[src/rtl/lockdet_pkg.sv]
package lockdet_pkg;

  localparam int unsigned ACC_W       = 2;
  localparam int unsigned BASE_EXP    = 7;
  localparam int unsigned CNT_W       = BASE_EXP + (1 << ACC_W) - 1;
  localparam int unsigned HYST        = 16;
  localparam int unsigned NARROW_SPAN = 2;

  typedef logic [CNT_W-1:0] cnt_t;
  typedef logic [ACC_W-1:0] acc_t;

  typedef enum logic {
    MODE_RESTART = 1'b0,
    MODE_UPDOWN  = 1'b1
  } cnt_mode_e;

  // upper threshold: 2^(BASE_EXP+acc) - 1 (wraps to all ones at the top code)
  function automatic cnt_t lock_limit(acc_t acc);
    cnt_t one_hot;
    one_hot = cnt_t'(1) << (BASE_EXP + 32'(acc));
    return one_hot - cnt_t'(1);
  endfunction

  function automatic cnt_t unlock_limit(acc_t acc);
    return lock_limit(acc) - cnt_t'(HYST);
  endfunction

  function automatic int unsigned window_span(logic wide);
    return NARROW_SPAN << wide;
  endfunction

endpackage

[src/rtl/lockdet_window.sv]
module lockdet_window #(
  parameter int unsigned DIST_W = 4
) (
  input  logic [DIST_W-1:0] cmp_dist,
  input  logic              wide_win,
  output logic              hit
);
  always_comb begin
    hit = 32'(cmp_dist) < lockdet_pkg::window_span(wide_win);
  end
endmodule

[src/rtl/lockdet_counter.sv]
module lockdet_counter
  import lockdet_pkg::*;
(
  input  logic      clk,
  input  logic      rst,
  input  logic      cmp_valid,
  input  logic      hit,
  input  cnt_mode_e mode,
  input  cnt_t      lock_lim,
  output cnt_t      cnt_q,
  output cnt_t      cnt_d
);
  logic ev_hit;
  logic ev_miss;
  logic at_top;
  logic at_floor;

  assign ev_hit   = cmp_valid && hit;
  assign ev_miss  = cmp_valid && !hit;
  assign at_top   = cnt_q >= lock_lim;
  assign at_floor = cnt_q == '0;

  always_comb begin
    cnt_d = cnt_q;
    if (ev_hit) begin
      cnt_d = at_top ? lock_lim : cnt_q + cnt_t'(1);
    end else if (ev_miss) begin
      if (mode == MODE_RESTART) begin
        cnt_d = '0;
      end else begin
        cnt_d = at_floor ? '0 : cnt_q - cnt_t'(1);
      end
    end
  end

  always_ff @(posedge clk) begin
    if (rst) begin
      cnt_q <= '0;
    end else begin
      cnt_q <= cnt_d;
    end
  end
endmodule

[src/rtl/lockdet_flags.sv]
module lockdet_flags
  import lockdet_pkg::*;
(
  input  logic clk,
  input  logic rst,
  input  logic cmp_valid,
  input  logic hit,
  input  cnt_t cnt_d,
  input  cnt_t lock_lim,
  input  cnt_t unlock_lim,
  output logic lock_inst,
  output logic lock_cont
);
  logic reach_lock;
  logic reach_unlock;

  assign reach_lock   = cmp_valid && (cnt_d >= lock_lim);
  assign reach_unlock = cmp_valid && (cnt_d <= unlock_lim);

  always_ff @(posedge clk) begin
    if (rst) begin
      lock_inst <= 1'b0;
      lock_cont <= 1'b0;
    end else begin
      if (cmp_valid) begin
        lock_inst <= hit;
      end
      if (reach_lock) begin
        lock_cont <= 1'b1;
      end else if (reach_unlock) begin
        lock_cont <= 1'b0;
      end
    end
  end
endmodule

[src/rtl/lockdet_top.sv]
module lockdet_top
  import lockdet_pkg::*;
#(
  parameter int unsigned DIST_W = 4
) (
  input  logic              clk,
  input  logic              rst,
  input  logic              cmp_valid,
  input  logic [DIST_W-1:0] cmp_dist,
  input  logic              wide_win,
  input  logic              cnt_mode,
  input  logic [ACC_W-1:0]  acc_sel,
  output logic              lock_inst,
  output logic              lock_cont
);
  logic      hit;
  cnt_t      cnt_q;
  cnt_t      cnt_d;
  cnt_t      lock_lim;
  cnt_t      unlock_lim;
  cnt_mode_e mode;

  assign mode       = cnt_mode_e'(cnt_mode);
  assign lock_lim   = lock_limit(acc_sel);
  assign unlock_lim = unlock_limit(acc_sel);

  lockdet_window #(.DIST_W(DIST_W)) u_window (
    .cmp_dist (cmp_dist),
    .wide_win (wide_win),
    .hit      (hit)
  );

  lockdet_counter u_counter (
    .clk       (clk),
    .rst       (rst),
    .cmp_valid (cmp_valid),
    .hit       (hit),
    .mode      (mode),
    .lock_lim  (lock_lim),
    .cnt_q     (cnt_q),
    .cnt_d     (cnt_d)
  );

  lockdet_flags u_flags (
    .clk        (clk),
    .rst        (rst),
    .cmp_valid  (cmp_valid),
    .hit        (hit),
    .cnt_d      (cnt_d),
    .lock_lim   (lock_lim),
    .unlock_lim (unlock_lim),
    .lock_inst  (lock_inst),
    .lock_cont  (lock_cont)
  );
endmodule

[config.mk]
export PLATFORM = sky130hd
export DESIGN_NAME = lockdet_top
export DESIGN_NICKNAME = d
export VERILOG_FILES = /design/src/rtl/lockdet_pkg.sv /design/src/rtl/lockdet_window.sv /design/src/rtl/lockdet_counter.sv /design/src/rtl/lockdet_flags.sv /design/src/rtl/lockdet_top.sv
export SDC_FILE = /design/constraint.sdc
export NUM_CORES = 1
export LEC_CHECK = 0
export BUFFER_PORTS_ARGS = -buffer_cell sky130_fd_sc_hd__buf_2
export CAP_MARGIN = 10
export CORE_MARGIN = 4
export CORE_UTILIZATION = 50
export DETAILED_ROUTE_END_ITERATION = 8
export PLACE_DENSITY = 0.69
export SLEW_MARGIN = 20
export SYNTH_ARGS = -nofsm -noshare
export SYNTH_HDL_FRONTEND = slang
export SYNTH_SLANG_ARGS = --single-unit
[constraint.sdc]
create_clock -name clk -period 8.7 [get_ports clk]
set_input_delay 1.74 -clock clk [delete_from_list [all_inputs] [get_ports clk]]
set_output_delay 1.74 -clock clk [all_outputs]
set_load 0.01 [all_outputs]
==> impl_metrics.json <==
{
  "fin_nets": 250,
  "max_freq_ghz": 0.204,
  "synthTopCellsByCount": "ha_1, a21oi_1, nor2_1, nand2_1, dfxtp_1",
  "path_cells": "buf_2, nand2_1, ha_1, nand4_1, or3_1, a21boi_1, a22oi_1, and3_1, ha_1, nand4_1, or2_2, o311ai_0, o32ai_1",
  "syn_inst": 199,
  "ir_worst_vdd_mv": 0.0575,
  "antenna_found_initial": 0,
  "setup_ws_ns": 3.81,
  "cp.required_ns": 8.86,
  "synthArstFlopShare_pct": 0,
  "wl_met2_mm": 1.99,
  "ioPinCount": 13,
  "critPathLaunchType": "primary input",
  "synth_flop_cell": "dfxtp_1",
  "grt_pass1_vias": 1394,
  "cts_buffers": 3,
  "wl_mm": 4.04,
  "fin_hold_ws_ns": 0.491,
  "power_density_nw_per_um2": 135,
  "crit_family": "simple AND/OR/NAND/NOR gates",
  "port_buffers": 11,
  "critPathMaxFanout": 7,
  "syn_area_sq_um": 1570,
  "cts_buffer_depth": 2,
  "via_count": 1502,
  "coreArea_sq_um": 3030,
  "leakage_uw": 0.000795,
  "cp.arrival_ns": 5.05,
  "synth_seq_cells": 12,
  "syn_to_final_growth_pct": 7.31,
  "grt_pass1_wl_mm": 6.69,
  "synth_most_common_cell": "ha_1",
  "rows": 20,
  "diodes": 0,
  "yosysSeqAreaShare_pct": 15.3,
  "pre_cts_ws_ns": 3.49,
  "critPathKind": "primary input to flop",
  "cts_setup_buffers": 0,
  "critPathMaxStageDelay_ns": 0.53,
  "insertion_delay_ns": 0.28,
  "finalSetupViolCount": 0,
  "drtAntennaViolNets": 0,
  "fin_crit_ns": 4.89,
  "wl_met1_mm": 1.86,
  "ctsHoldBuffers": 0,
  "critPathBufInv": 1,
  "synth-edff-count": 0,
  "dr.pass1.iters": 4,
  "fin_crit_sh_pct": 56.2,
  "cts_resized": 0,
  "die_w_um": 64.1,
  "highest_layer": "met4",
  "htreeDepth": 1,
  "grt_use_total_pct": 20.4,
  "cts.clk_slew.worst_paths_ns": 0.08,
  "avgSynthCellArea_sq_um": 7.91,
  "die_height_um": 64.1,
  "slew_violations": 0,
  "skew_ns": 0.00171,
  "clockRootBuffer": "clkbuf_4",
  "cts_tree": "done",
  "fillerInstances": 299,
  "dp_hpwl_mm": 3.13,
  "grt_overflow": 0,
  "hold_violations": 0,
  "r2r_setup_slack_ns": 4.87,
  "start_util_pct": 52.0,
  "rsz0062_at_grt": "no",
  "maxSlewHeadroom_pct": 59.0,
  "finalInstanceArea_sq_um": 1690,
  "die_area_sq_um": 4110,
  "yosys-top-cells-area": "ha_1, dfxtp_1, a21oi_1",
  "wl_met3_um": 146,
  "wire_per_inst_um": 15.7,
  "placed_cell_area_sq_um": 1650,
  "clock-sinks": 12,
  "synth_cell_types": 54,
  "drive_gt1_share_pct": 12.2,
  "viasPerCell": 5.84,
  "ys_warn_count": 0,
  "fin_setup_tns_ns": 0,
  "drv_cap": 0,
  "hold_path.class": "flop to flop",
  "status": "finished clean",
  "worst_pin_slew_ns": 0.615,
  "grt_max_degree": 13,
  "synth_top_area_share_pct": 19.9,
  "drtIter0Drc": 129,
  "cp-end-kind": "flop",
  "yosys.area.top_type": "ha_1",
  "critPathSlowestCell": "or3_1",
  "gp_congestion": 0.871,
  "post-route-drc-count": 0
}
## worst paths after layout
path / from / cells after the start / to
worst max-delay path: acc_sel[1] / 13 / u_flags.lock_cont
worst min-delay path: u_flags.lock_inst / 2 / u_flags.lock_inst
worst max register to register: u_counter.cnt_q[8] / 11 / u_flags.lock_cont
worst min register to register: u_flags.lock_inst / 2 / u_flags.lock_inst
## routing by layer
layer	vias up	global-route usage [%]
met1	697	27.6
met5	-	0
met2	37	34.7
li1	763	-
met3	5	1.05
met4	0	6.07
## area by class of cell
class | instances | area (sq um) | share of cell area [%]
inverters | 10 | 37.5 | 2.22
repair buffers | 11 | 55.1 | 3.26
well taps | 44 | 55.1 | 3.26
multi-input cells | 176 | 1260 | 74.9
clock buffers | 4 | 36.3 | 2.15
flip-flops and latches | 12 | 240 | 14.2
## cells by family after synthesis
kind of cell               count (synthesis)  synth area share (%)
and+or+nand+nor                           77                  27.8
AOI/OAI and AO/OA                         56                  26.5
adders and majority gates                 25                  19.9
buffers and inverters                     21                  6.76
DFF                                       12                  15.3
xor gates and xnor gates                   6                  3.34
other                                      2                 0.477
## through the flow
stage / util [%] / total power, uW / std cells
detailed placement: 54.6 / 178 / 253
global route: 55.8 / 246 / 257
global placement: 54.6 / 174 / 253
floorplan: - / 158 / 209
CTS: 55.8 / 225 / 257
finish: 55.8 / 227 / 257
## registers in the layout (all words and copies together) (netlist names)
name / cells
u_counter.cnt_q: 10
u_flags.lock_cont: 1
u_flags.lock_inst: 1
## where the power goes
part           leakage (uW)  internal [uW]  switching, uW
clock network     0.0000210           25.5           21.9
registers         0.0000989           60.5           13.4
logic              0.000676           46.4           59.5
## placed cells by master, fill, tap and decap left out, drive strengths merged, types with 4 or more instances in the layout
cell | synthesis | routed
nor3 | 6 | 6
conb | 2 | 12
nand3 | 6 | 6
inv | 10 | 10
a21oi | 18 | 18
and3 | 7 | 7
nand2 | 13 | 13
buf | 8 | 11
o21ai | 6 | 6
or3 | 5 | 5
dfxtp | 12 | 12
nand4 | 5 | 5
nor4 | 5 | 5
ha | 25 | 25
nor2 | 17 | 17
clkbuf | 3 | 4
o31ai | 4 | 4
a21o | 6 | 6
## worst min-delay path: cells and delay by family (launching register included)
kind             cells  cell delay, ns
AO/OA/AOI/OAI        1            0.06
flip-flops           1            0.33
AND/OR/NAND/NOR      1            0.07
(Power assumes the default switching activity.)
